[config.mk]
export PLATFORM = sky130hd
export DESIGN_NAME = sar_range_top
export DESIGN_NICKNAME = d
export VERILOG_FILES = /design/src/rtl/sar_pkg.sv /design/src/rtl/sar_ctrl.sv /design/src/rtl/sar_clamp.sv /design/src/rtl/sar_dpath.sv /design/src/rtl/sar_range_top.sv
export SDC_FILE = /design/constraint.sdc
export NUM_CORES = 1
export LEC_CHECK = 0
export BUFFER_PORTS_ARGS = -buffer_cell sky130_fd_sc_hd__buf_4
export CORE_MARGIN = 1.5
export CORE_UTILIZATION = 35
export DETAILED_ROUTE_END_ITERATION = 6
export PLACE_DENSITY_LB_ADDON = 0.08
export SETUP_SLACK_MARGIN = 0.5
export SLEW_MARGIN = 20
export SYNTH_ARGS = -nofsm -noshare
export SYNTH_HDL_FRONTEND = slang
export SYNTH_HIERARCHICAL = 1
export SYNTH_SLANG_ARGS = --single-unit
[constraint.sdc]
create_clock -name clk -period 1.6 [get_ports clk]
set_clock_uncertainty 0.2 [all_clocks]
set_input_delay 0.48 -clock clk [delete_from_list [all_inputs] [get_ports clk]]
set_output_delay 0.48 -clock clk [all_outputs]
set_load 0.01 [all_outputs]
[src/rtl/sar_pkg.sv]
package sar_pkg;

  // Strobes issued by the sequencer to the datapath each clock.
  typedef struct packed {
    logic loadStart;  // accepted start: arm the top trial bit, capture flags
    logic decide;     // settle the bit under test using the comparator
    logic finish;     // this decision is the last one: publish the result
  } sarStrobe_t;

endpackage

[src/rtl/sar_ctrl.sv]
module sar_ctrl
  import sar_pkg::*;
#(
  parameter int W = 12
) (
  input  logic       clk,
  input  logic       rstN,
  input  logic       startPulse,
  output sarStrobe_t strobe,
  output logic       busy,
  output logic       donePulse
);

  localparam int CNT_W = (W > 1) ? $clog2(W) : 1;
  localparam logic [CNT_W-1:0] LAST_STEP = CNT_W'(W - 1);

  logic [CNT_W-1:0] stepCnt;

  always_comb begin
    strobe.loadStart = startPulse & ~busy;
    strobe.decide    = busy;
    strobe.finish    = busy && (stepCnt == LAST_STEP);
  end

  always_ff @(posedge clk or negedge rstN) begin
    if (!rstN) begin
      busy    <= 1'b0;
      stepCnt <= '0;
    end else if (strobe.loadStart) begin
      busy    <= 1'b1;
      stepCnt <= '0;
    end else if (busy) begin
      if (strobe.finish) begin
        busy    <= 1'b0;
        stepCnt <= '0;
      end else begin
        stepCnt <= stepCnt + 1'b1;
      end
    end
  end

  always_ff @(posedge clk or negedge rstN) begin
    if (!rstN) donePulse <= 1'b0;
    else       donePulse <= strobe.finish;
  end

endmodule

[src/rtl/sar_clamp.sv]
module sar_clamp #(
  parameter int W = 12
) (
  input  logic [W-1:0] searchCode,
  input  logic         ovrHeld,
  input  logic         undHeld,
  output logic [W-1:0] signedCode
);

  localparam logic [W-1:0] POS_FULL = {1'b0, {(W-1){1'b1}}};
  localparam logic [W-1:0] NEG_FULL = {1'b1, {(W-1){1'b0}}};

  // Overrange has priority over underrange.
  always_comb begin
    if (ovrHeld)      signedCode = POS_FULL;
    else if (undHeld) signedCode = NEG_FULL;
    else              signedCode = {~searchCode[W-1], searchCode[W-2:0]};
  end

endmodule

[src/rtl/sar_dpath.sv]
module sar_dpath
  import sar_pkg::*;
#(
  parameter int W = 12
) (
  input  logic         clk,
  input  logic         rstN,
  input  sarStrobe_t   strobe,
  input  logic         cmpHigh,
  input  logic         overRange,
  input  logic         underRange,
  output logic [W-1:0] trialCode,
  output logic [W-1:0] result
);

  localparam logic [W-1:0] TOP_BIT = {1'b1, {(W-1){1'b0}}};

  logic [W-1:0] bitMask;
  logic [W-1:0] keptCode;
  logic [W-1:0] trialNext;
  logic [W-1:0] clampedCode;
  logic         ovrHeld;
  logic         undHeld;

  always_comb begin
    keptCode  = cmpHigh ? trialCode : (trialCode & ~bitMask);
    trialNext = keptCode | (bitMask >> 1);
  end

  sar_clamp #(.W(W)) u_clamp (
    .searchCode (trialNext),
    .ovrHeld    (ovrHeld),
    .undHeld    (undHeld),
    .signedCode (clampedCode)
  );

  always_ff @(posedge clk or negedge rstN) begin
    if (!rstN) begin
      bitMask   <= '0;
      trialCode <= '0;
      ovrHeld   <= 1'b0;
      undHeld   <= 1'b0;
    end else if (strobe.loadStart) begin
      bitMask   <= TOP_BIT;
      trialCode <= TOP_BIT;
      ovrHeld   <= overRange;
      undHeld   <= underRange;
    end else if (strobe.decide) begin
      bitMask   <= bitMask >> 1;
      trialCode <= trialNext;
    end
  end

  always_ff @(posedge clk or negedge rstN) begin
    if (!rstN)              result <= '0;
    else if (strobe.finish) result <= clampedCode;
  end

endmodule

[src/rtl/sar_range_top.sv]
module sar_range_top
  import sar_pkg::*;
#(
  parameter int W = 12
) (
  input  logic         clk,
  input  logic         rstN,
  input  logic         startPulse,
  input  logic         cmpHigh,
  input  logic         overRange,
  input  logic         underRange,
  output logic [W-1:0] trialCode,
  output logic         donePulse,
  output logic [W-1:0] result
);

  sarStrobe_t strobe;
  logic       busy;

  sar_ctrl #(.W(W)) u_ctrl (
    .clk        (clk),
    .rstN       (rstN),
    .startPulse (startPulse),
    .strobe     (strobe),
    .busy       (busy),
    .donePulse  (donePulse)
  );

  sar_dpath #(.W(W)) u_dpath (
    .clk        (clk),
    .rstN       (rstN),
    .strobe     (strobe),
    .cmpHigh    (cmpHigh),
    .overRange  (overRange),
    .underRange (underRange),
    .trialCode  (trialCode),
    .result     (result)
  );

endmodule

==> results.yml, run 1 <==
clock_tree:
  clock_sink_count: 44
  tritoncts: "done"
  clk_pin_slew_ps: 90
  cts_max_level: 2
  root_buffer: "clkbuf_8"
  numCtsBuffers: 5
  clk-insertion-delay-late_ps: 290
  cts_buffer_depth: 2
timing:
  tightestPinTransition_ps: 390
  finalHoldViolations: 14
  worst_slew_margin_rel_pct: 74.0
  final.min_clock_period_ps: 1530
  maxClockFrequency_ghz: 0.653
  timing.final.max_slew_violations: 0
  final.period_utilization_pct: 95.7
  report.final.setup_viol: 0
  grt_setup_unrepaired: "yes"
  holdWs_ps: -157
global_route:
  grt_use_total_pct: 19.4
  grt_first_pass_wirelength_um: 9490
  number_of_antenna_violations_at_the_first_check_in_global_routing: 0
  pin_count_of_the_biggest_net_entering_global_routing: 25
  grt_remaining_overflow: 0
  grt_pass1_vias: 1822
critical_path:
  worstPathMaxFanout: 7
  worst-path-stages: 3
  worstPathArrival_ps: 1510
  required_time_of_the_critical_path_ps: 1580
  worst_path_dominant_cell_family: "flip-flops"
  critical_path.reg2reg.startpoint: "u_ctrl/stepCnt[1]"
  worstPathBufferInverterCount: 0
  worst-r2r-setup-slack_ps: 70
  path_class: "reg2reg"
  crit_chain: "ha_4 -> and3_4 -> mux2_4"
  critPathSlowestCell: "dfrtp_1"
  cp-start-kind: "register"
  worst-r2r-cell-count: 3
  setup.worst_path.end: "u_dpath/result[10]"
  critical_path.startpoint: "u_ctrl/stepCnt[1]"
  timing.critical_path.slowest_cell_delay_ps: 420
  regToRegEndpoint: "u_dpath/result[10]"
  cp-end-kind: "register"
placement:
  place.detailed.hpwl_um: 3330
  place_congestion: 0.753
  numPortBuffers: 30
  placedInstanceArea_mm2: 0.00267
  post-place-cells: 290
run_status:
  violated_checks: "negative hold slack"
  run_status: "finished, violations left"
floorplan:
  die_width_um: 81.4
  die_height_um: 81.4
  fp.coreArea_mm2: 0.00592
  die_area_mm2: 0.00663
  initial_core_util_pct: 36.3
  ioPinCount: 31
  placementRows: 28
finish:
  antenna_diode_count: 0
  fillers: 503
  area_delta_synth_final_pct: 64.7
  finalNetCount: 274
  fraction_of_final_layout_cells_sized_beyond_drive_strength_1_pct: 63.1
  final_cells: 343
  final_area_mm2: 0.00354
hold_path:
  min-delay-path-class: "in2async"
power_and_ir_drop:
  sw_frac_of_total_pct: 35.0
  p_leak_uw: 0.00172
  p_clk_share_pct: 10.9
  power_density_mw_per_mm2: 1900
  seq_power_share_pct: 31.5
  switching_power_uw: 2350
  finalPower_uw: 6730
  power.share.combinational_pct: 57.5
  p_int_uw: 4370
  power.ir.vdd_worst_mv: 0.948
route:
  route.detailed.drc: 0
  avgRoutedWirePerCell_um: 18.3
  vias_per_cell: 5.18
  drt_iter0_markers: 101
  wl_um: 6270
  detailroute.via_count: 1778
  detailedRoute.firstPassIterationCount: 4
  postRouteAntennaNets: 0
yosys:
  area_fraction_in_compound_gates_after_synthesis_pct: 23.6
  synth.area.top_cells: "dfrtp_1, a21o_1, mux2_2"
  ys_seq_elements: 44
  synth_largest_type_area_fraction_pct: 51.2
  post_synth.cell_area_avg_um2: 11.5
  synth_fp_nets: 194
  synth_top_area_cell: "dfrtp_1"
  yosys_warnings: 6
  netlist-cell-type-count: 26
  combinational_family_with_the_most_area_after_synthesis: "compound AO/OA/AOI/OAI gates"
  share_of_synthesized_cell_area_in_full_adder_half_adder_and_majority_cells_pct: 0.581
  synth_xor_xnor_area_share_pct: 0.407
  yosys-mux-area-fraction_pct: 7.85
  yosys.area_share.simple_pct: 11.3
  synth.cell_area_mm2: 0.00215
  post_syn_instances: 187
  synth-seq-area-share_pct: 51.2
run:
  maxCapViolations: 0
[Yosys cell counts]
library cell and count:
dfrtp_1 44, a21oi_1 24, a21o_1 23, nand2b_1 23, mux2_2 15, nand2_1 13
a311oi_2 10, buf_4 5, buf_2 3, buf_6 3, inv_1 3, nor2_1 3
a21o_2 2, a22o_1 2, clkbuf_1 2, nor2b_1 2, a21boi_0 1, a311oi_1 1
a32oi_1 1, and3_1 1, ha_1 1, inv_2 1, nand3b_1 1, nor2b_4 1
o21ai_1 1, xor2_1 1
[metal layers]
layer | up-vias | share of wire (%) | global-route usage [%]
met1 | 912 | 46 | 26.2
li1 | 827 | - | -
met2 | 32 | 49 | 30.7
met3 | 7 | 2.9 | 4.56
met5 | - | 0 | 0
met4 | 0 | 1.3 | 6.21
[power by group through the flow]
| stage | registers (uW) | clock network, uW | logic, uW |
|---|---|---|---|
| after floorplan | 2150 | 0 | 1580 |
| after global placement | 2090 | 0 | 2450 |
| after detailed placement | 2090 | 0 | 2520 |
| after CTS | 2090 | 763 | 3600 |
| after global routing | 2170 | 798 | 4130 |
| final | 2120 | 736 | 3870 |
[kinds of logic after synthesis]
kind of cell             after synthesis
XOR/XNOR                               1
multiplexers                          15
AND/OR/NAND/NOR                       44
AO/OA/AOI/OAI                         65
adder cells (fa/ha/maj)                1
buffers and inverters                 17
flip-flops                            44
[flip-flops by register name, summed over array words and instances, names as in the netlist]
register / cells
u_dpath/trialCode: 12
u_dpath/bitMask: 12
u_ctrl/busy: 1
u_dpath/ovrHeld: 1
u_dpath/undHeld: 1
u_dpath/result: 12
u_ctrl/stepCnt: 4
u_ctrl/donePulse: 1
[metrics by stage]
step           hold WS, ps  setup slack, ps  TNS (ps)  util, %
2_1_floorplan        -15.6             15.7         0        -
3_3_place_gp           167             -132     -1240     45.1
3_5_place_dp           172             -147     -1350     45.1
4_1_cts               -156             66.2         0     56.6
5_1_grt               -152             40.7         0     59.9
6_report              -157             69.5         0     59.9
[worst min path at each step]
stage                     endpoint  cells after the start
2_1_floorplan          u_ctrl/busy                      0
3_3_place_gp   u_dpath/bitMask[11]                      1
3_5_place_dp    u_dpath/bitMask[2]                      1
4_1_cts         u_dpath/bitMask[5]                      1
5_1_grt         u_dpath/bitMask[5]                      1
6_report        u_dpath/bitMask[2]                      1
[worst register-to-register path, cell delays in order, from the launching register on]
cell and delay (ps):
dfrtp_1 420, ha_4 180, and3_4 300, mux2_4 320
[cell type report]
cell class	count	area, um2	share of cell area, %
Timing Repair Buffer	85	971	27.4
Clock buffer	6	82.6	2.33
Tap cell	75	93.8	2.65
Multi-Input combinational cell	127	1270	35.7
Inverter	4	15.0	0.424
Clock inverter	2	10.0	0.282
Sequential cell	44	1110	31.2
[placed cells by master (no fill, tap or decap), types with 6 or more instances in the layout]
cell type and instances:
buf_4 35, buf_12 7, nand2b_1 6, dfrtp_1 40, mux2_4 15, buf_6 36, a21o_1 23, nand2b_4 17
clkbuf_8 6, a21oi_2 11, a311oi_2 11, a21oi_1 12, nand2_1 9
[timing repair]
action,in CTS,in global routing
pin swaps,12,9
setup buffers,32,6
gates resized for setup,61,19
endpoints found under the hold margin,14,14
cloned,4,3
endpoints found under the setup margin,69,69
Note: power is estimated with default switching activity, not from simulation.
==> run 2, diff against run 1 <==
--- a/config.mk
+++ b/config.mk
@@ -6,6 +6,8 @@
 export NUM_CORES = 1
 export LEC_CHECK = 0
 export BUFFER_PORTS_ARGS = -buffer_cell sky130_fd_sc_hd__buf_4
+export CELL_PAD_IN_SITES_DETAIL_PLACEMENT = 1
+export CELL_PAD_IN_SITES_GLOBAL_PLACEMENT = 1
 export CORE_MARGIN = 1.5
 export CORE_UTILIZATION = 35
 export DETAILED_ROUTE_END_ITERATION = 6
==> run 2 against run 1 <==
  * The flow still finishes with violations (negative hold slack)
  * Via count decreased by 1.1%
  * Sequential share of layout area is 0.60 points higher
  * Global-route usage grew 0.61 points
  * Sequential power about the same
  * Cell area fell by 1.8%
  * Cell count decreased by 1.2%
  * First-iteration DRC count is 50% lower
  * Clock-buffer cell count down 1
  * Critical path type is now reg2out
  * Critical endpoint is now result[10]
  * Largest power group unchanged
==> results.yml, run 2 (same netlist as run 1, synthesis figures left out) <==
run_status:
  run_status: "finished, violations left"
  violated_checks: "negative hold slack"
clock_tree:
  cts_buffer_depth: 2
  cts_max_level: 2
  root_buffer: "clkbuf_8"
  clock_sink_count: 44
  clk-insertion-delay-late_ps: 300
  numCtsBuffers: 5
  tritoncts: "done"
  clk_pin_slew_ps: 90
floorplan:
  die_width_um: 81.4
  placementRows: 28
  fp.coreArea_mm2: 0.00592
  die_height_um: 81.4
  die_area_mm2: 0.00663
  initial_core_util_pct: 36.3
  ioPinCount: 31
placement:
  place_congestion: 0.746
  numPortBuffers: 30
  place.detailed.hpwl_um: 3710
  worst_setup_slack_before_clock_tree_synthesis_ps: -153
hold_path:
  min-delay-path-class: "in2async"
route:
  vias_per_cell: 5.19
  postRouteAntennaNets: 0
  route.detailed.drc: 0
  drt_iter0_markers: 51
  detailroute.via_count: 1759
  detailedRoute.firstPassIterationCount: 4
  wl_um: 6160
  avgRoutedWirePerCell_um: 18.2
timing:
  maxClockFrequency_ghz: 0.653
  worst_slew_margin_rel_pct: 71.8
  holdWs_ps: -142
  final.min_clock_period_ps: 1530
  worst_slack_ps: 67.6
  final.period_utilization_pct: 95.8
  grt_setup_unrepaired: "yes"
  tightestPinTransition_ps: 423
  report.final.setup_viol: 0
  finalHoldViolations: 17
  timing.final.max_slew_violations: 0
critical_path:
  worst-r2r-cell-count: 3
  worst_path_dominant_cell_family: "flip-flops"
  cp-end-kind: "output port"
  required_time_of_the_critical_path_ps: 920
  timing.critical_path.slowest_cell_delay_ps: 420
  critPathSlowestCell: "dfrtp_1"
  worst-r2r-setup-slack_ps: 90
  worstPathBufferInverterCount: 1
  cp-start-kind: "register"
  worstPathArrival_ps: 850
  critical_path.reg2reg.startpoint: "u_ctrl/stepCnt[2]"
  crit_chain: "buf_6"
  regToRegEndpoint: "u_dpath/result[7]"
  worstPathMaxFanout: 2
  path_class: "reg2out"
power_and_ir_drop:
  sw_frac_of_total_pct: 33.3
  p_leak_uw: 0.00165
  seq_power_share_pct: 30.3
  power.share.combinational_pct: 52.8
  power.ir.vdd_worst_mv: 1.02
  finalPower_uw: 6980
  power_density_mw_per_mm2: 2000
  p_clk_share_pct: 16.9
  switching_power_uw: 2330
  p_int_uw: 4650
global_route:
  grt_pass1_vias: 1882
  grt_use_total_pct: 20.0
  number_of_antenna_violations_at_the_first_check_in_global_routing: 0
  pin_count_of_the_biggest_net_entering_global_routing: 21
  grt_first_pass_wirelength_um: 9720
  grt_remaining_overflow: 0
finish:
  layout_commonest_cell: "buf_6"
  finalNetCount: 270
  area_delta_synth_final_pct: 61.8
  top_regs: "u_dpath/bitMask (12), u_dpath/result (12), u_dpath/trialCode (12)"
  final_cell_mix: "buf_6, dfrtp_1, buf_4"
  fillers: 594
  area.sequential_mm2: 0.00111
  fraction_of_final_layout_cells_sized_beyond_drive_strength_1_pct: 60.6
  antenna_diode_count: 0
  multiInputGateArea_mm2: 0.00124
run:
  maxCapViolations: 0
[run 2: routing by layer]
layer | up-vias | share of wire, % | GRT usage [%]
met5 | - | 0 | 0
met4 | 0 | 0.78 | 5.69
met3 | 4 | 2.8 | 3.56
met2 | 27 | 51 | 34.0
met1 | 909 | 46 | 26.0
li1 | 819 | - | -
[run 2: layout make-up]
type	count	area share [%]
inverters	4	0.431
flip-flops and latches	44	31.8
clock inverters	3	2.59
repair buffers	81	25.0
well taps	75	2.69
clock buffers	5	1.98
multi-input cells	127	35.5
[run 2: worst reg2reg max path, stage by stage (launching register included)]
cell and delay (ps):
dfrtp_1 430, nor2b_4 150, and3_4 300, mux2_4 320
[run 2: how the worst max path moves through the flow]
stage	from	end	slack (ps)	cells after the start
6_report	u_dpath/result[10]	result[10]	70	1
5_1_grt	u_dpath/result[10]	result[10]	30	1
4_1_cts	u_dpath/result[10]	result[10]	70	1
3_5_place_dp	cmpHigh	u_dpath/result[10]	-150	5
3_3_place_gp	cmpHigh	u_dpath/result[10]	-130	5
2_1_floorplan	cmpHigh	u_dpath/result[2]	20	5
[run 2: repair_timing]
action	in CTS	in global routing
resized for setup	65	13
endpoints found under the hold margin	17	17
pin swaps	8	4
cloned	4	0
buffers inserted	28	8
endpoints found under the setup margin	69	69
[run 2: per-stage QoR]
stage	cell area [um2]	hold WS (ps)	util, %	cells	TNS (ps)
4_1_cts	3370	-136	56.9	331	0
3_3_place_gp	2660	176	45.0	291	-1130
2_1_floorplan	2380	-15.6	-	187	0
5_1_grt	3480	-142	58.8	339	0
6_report	3480	-142	58.8	339	0
3_5_place_dp	2660	187	45.0	291	-1220
[run 2: power by group through the flow]
stage	clock network, uW	logic, uW	registers, uW
2_1_floorplan	0	1580	2150
3_3_place_gp	0	2440	2100
3_5_place_dp	0	2510	2130
4_1_cts	1190	3510	2110
5_1_grt	1240	3940	2190
6_report	1180	3680	2120
==> run 3, diff against run 2 <==
--- a/config.mk
+++ b/config.mk
@@ -5,6 +5,7 @@
 export SDC_FILE = /design/constraint.sdc
 export NUM_CORES = 1
 export LEC_CHECK = 0
+export ABC_AREA = 1
 export BUFFER_PORTS_ARGS = -buffer_cell sky130_fd_sc_hd__buf_4
 export CELL_PAD_IN_SITES_DETAIL_PLACEMENT = 1
 export CELL_PAD_IN_SITES_GLOBAL_PLACEMENT = 1
@@ -18,3 +19,4 @@
 export SYNTH_HDL_FRONTEND = slang
 export SYNTH_HIERARCHICAL = 1
 export SYNTH_SLANG_ARGS = --single-unit
+export TNS_END_PERCENT = 5
==> constraint.sdc (replaced) <==
create_clock -name clk -period 1.6 [get_ports clk]
set_clock_uncertainty 0.2 [all_clocks]
set_input_delay 0.08 -clock clk [delete_from_list [all_inputs] [get_ports clk]]
set_output_delay 0.08 -clock clk [all_outputs]
set_load 0.01 [all_outputs]
==> run 3 against run 2 <==
  * The run ends with negative hold slack, negative setup slack left
  * Flip-flop and latch count unchanged
  * Worst setup slack worse by 180 ps
  * Register-to-register slack worse by 200 ps
  * Cell count up 3.2%
  * Clock-buffer cell count up 1
  * Synthesized cell count up 23%
  * Non-clock buffer count down 33
  * Synthesized area down 3.7%
  * Critical path type is now reg2reg
  * Critical endpoint is now u_dpath/result[6]
  * Largest cell class is now flip-flops and latches
  * Highest routed layer unchanged
==> results.yml, run 3 <==
yosys:
  ys_seq_elements: 44
  netlist-cell-type-count: 25
  synth.most_common_cell: "nand2_1"
  postSynth.topFlopCell: "dfrtp_1"
  yosys-top-cells-count: "nand2_1, dfrtp_1, inv_1"
  post_syn_instances: 230
  synth_fp_nets: 237
  synth_largest_type_area_fraction_pct: 53.1
  post_synth.cell_area_avg_um2: 9.01
  area_fraction_in_compound_gates_after_synthesis_pct: 4.95
  synth.cell_area_mm2: 0.00207
  synth_xor_xnor_area_share_pct: 0.423
  synth_top_area_cell: "dfrtp_1"
  synth-seq-area-share_pct: 53.1
  synth.area.top_cells: "dfrtp_1, nand2_1, mux2_1"
  synth_enable_flop_cells: 0
  yosys-mux-area-fraction_pct: 6.52
  yosys.area_share.simple_pct: 25.9
  combinational_family_with_the_most_area_after_synthesis: "simple AND/OR/NAND/NOR gates"
  yosys_warnings: 6
  share_of_synthesized_cell_area_in_full_adder_half_adder_and_majority_cells_pct: 0.604
  synth-async-reset-ratio_pct: 100
route:
  avgRoutedWirePerCell_um: 14.4
  route.detailed.drc: 0
  postRouteAntennaNets: 0
  met3WireLength_um: 121
  maxUsedRoutingLayer: "met4"
  wl_met1_um: 2340
  detailedRoute.firstPassIterationCount: 4
  drt_iter0_markers: 43
  vias_per_cell: 4.74
  routed_length_on_met2_um: 2510
  wl_um: 5040
  detailroute.via_count: 1659
finish:
  finalNetCount: 284
  area_delta_synth_final_pct: 37.3
  final_area_mm2: 0.00285
  final_cell_mix: "nand2_1, dfrtp_1, buf_6"
  antenna_diode_count: 0
  fraction_of_final_layout_cells_sized_beyond_drive_strength_1_pct: 38.8
  layout_commonest_cell: "nand2_1"
  top_regs: "u_dpath/bitMask (12), u_dpath/result (12), u_dpath/trialCode (12)"
  final_cells: 350
placement:
  post-place-cells: 338
  placedInstanceArea_mm2: 0.00245
  numPortBuffers: 30
  place.detailed.hpwl_um: 3330
  place_congestion: 0.689
global_route:
  grt_pass1_vias: 1740
  grt_remaining_overflow: 0
  pin_count_of_the_biggest_net_entering_global_routing: 45
  grt_use_total_pct: 17.3
  number_of_antenna_violations_at_the_first_check_in_global_routing: 0
  grt_first_pass_wirelength_um: 8340
clock_tree:
  cts_buffer_depth: 2
  tritoncts: "done"
  clk_pin_slew_ps: 80
  clk-insertion-delay-late_ps: 300
  clock_sink_count: 44
  numCtsBuffers: 5
  ctsHoldBuffers: 3
  cts_max_level: 2
  root_buffer: "clkbuf_8"
floorplan:
  placementRows: 27
  die_height_um: 79.9
  fp.coreArea_mm2: 0.00561
  die_area_mm2: 0.00639
  die_width_um: 79.9
  ioPinCount: 31
  initial_core_util_pct: 36.9
timing:
  tightestPinTransition_ps: 574
  grt_setup_unrepaired: "yes"
  final.period_utilization_pct: 107
  timing.final.max_slew_violations: 0
  maxClockFrequency_ghz: 0.584
  worst_slack_ps: -111
  holdWs_ps: -142
  finalHoldViolations: 6
  final.min_clock_period_ps: 1710
  worst_slew_margin_rel_pct: 61.8
  report.final.setup_viol: 12
critical_path:
  cp-end-kind: "register"
  worstPathArrival_ps: 1700
  path_class: "reg2reg"
  cp-start-kind: "register"
  worstPathMaxFanout: 12
  required_time_of_the_critical_path_ps: 1590
power_and_ir_drop:
  power_density_mw_per_mm2: 2160
  power.ir.vdd_worst_mv: 0.896
  p_leak_uw: 0.00141
run_status:
  run_status: "finished, violations left"
  violated_checks: "negative hold slack, negative setup slack"
hold_path:
  min-delay-path-class: "in2reg"
run:
  maxCapViolations: 0
[run 3: power breakdown]
part | total [uW] | switching, uW | leakage (uW) | internal, uW
sequential | 2060 | 440 | 0.000556 | 1620
clock | 851 | 387 | 0.0000552 | 464
combinational | 3250 | 1660 | 0.000800 | 1590
[run 3: layout make-up]
type	instances	area, um2
fillers	652	2760
repair buffers	48	510
clock inverters	2	35.0
well taps	72	90.1
multi-input cells	153	922
clock buffers	6	72.6
inverters	25	114
flip-flops and latches	44	1100
[run 3: what timing repair did]
| item | 4_1_cts | 5_1_grt |
|---|---|---|
| gates resized for setup | 59 | 7 |
| gates cloned | 0 | 0 |
| hold endpoints to repair | 52 | 6 |
| pin swaps | 31 | 2 |
| setup buffers | 0 | 1 |
| endpoints found under the setup margin | 69 | 69 |
[run 3: worst max-delay path, cell delays in order, from the launching register on]
cell and delay (ps):
dfrtp_1 380, ha_2 210, nand2_2 70, nor2_4 100, inv_2 60, nor2_4 110
buf_12 150, mux2_1 330
[run 3: stage by stage]
stage          total power, uW  util, %  TNS, ps  hold slack (ps)  worst slack [ps]
2_1_floorplan             3690        -    -1090             -416              -106
3_3_place_gp              4660     43.8     -116            -74.4             -11.3
3_5_place_dp              4720     43.8     -461            -82.2             -50.8
4_1_cts                   6140     50.1     -713             -153             -72.1
5_1_grt                   6650     50.7    -2040             -135              -185
6_report                  6160     50.7    -1100             -142              -111
[run 3: per-layer routing]
| layer | vias up | global-route usage, % |
|---|---|---|
| li1 | 807 | - |
| met1 | 821 | 21.9 |
| met2 | 24 | 29.2 |
| met3 | 7 | 3.20 |
| met4 | 0 | 6.72 |
| met5 | - | 0 |
[run 3: path summary, 6_finish.rpt]
path	from	endpoint	slack [ps]	cells past startpoint
worst max register to register	u_ctrl/stepCnt[0]	u_dpath/result[6]	-110	7
worst min-delay path	startPulse	u_ctrl/stepCnt[3]	-140	4
max in group asynchronous	rstN	u_dpath/trialCode[3]	700	2
worst max-delay path	u_ctrl/stepCnt[0]	u_dpath/result[6]	-110	7
min in group asynchronous	rstN	u_dpath/trialCode[2]	110	2
worst min register to register	u_dpath/bitMask[0]	u_dpath/bitMask[0]	300	2
[run 3: kinds of logic (layout without fill, tap and decap cells)]
logic type      Yosys count  count (layout)
buf+inv                  33              81
simple gates            122             122
mux                      12              12
xor+xnor                  1               1
fa+ha+maj                 1               1
flops                    44              44
compound gates           17              17
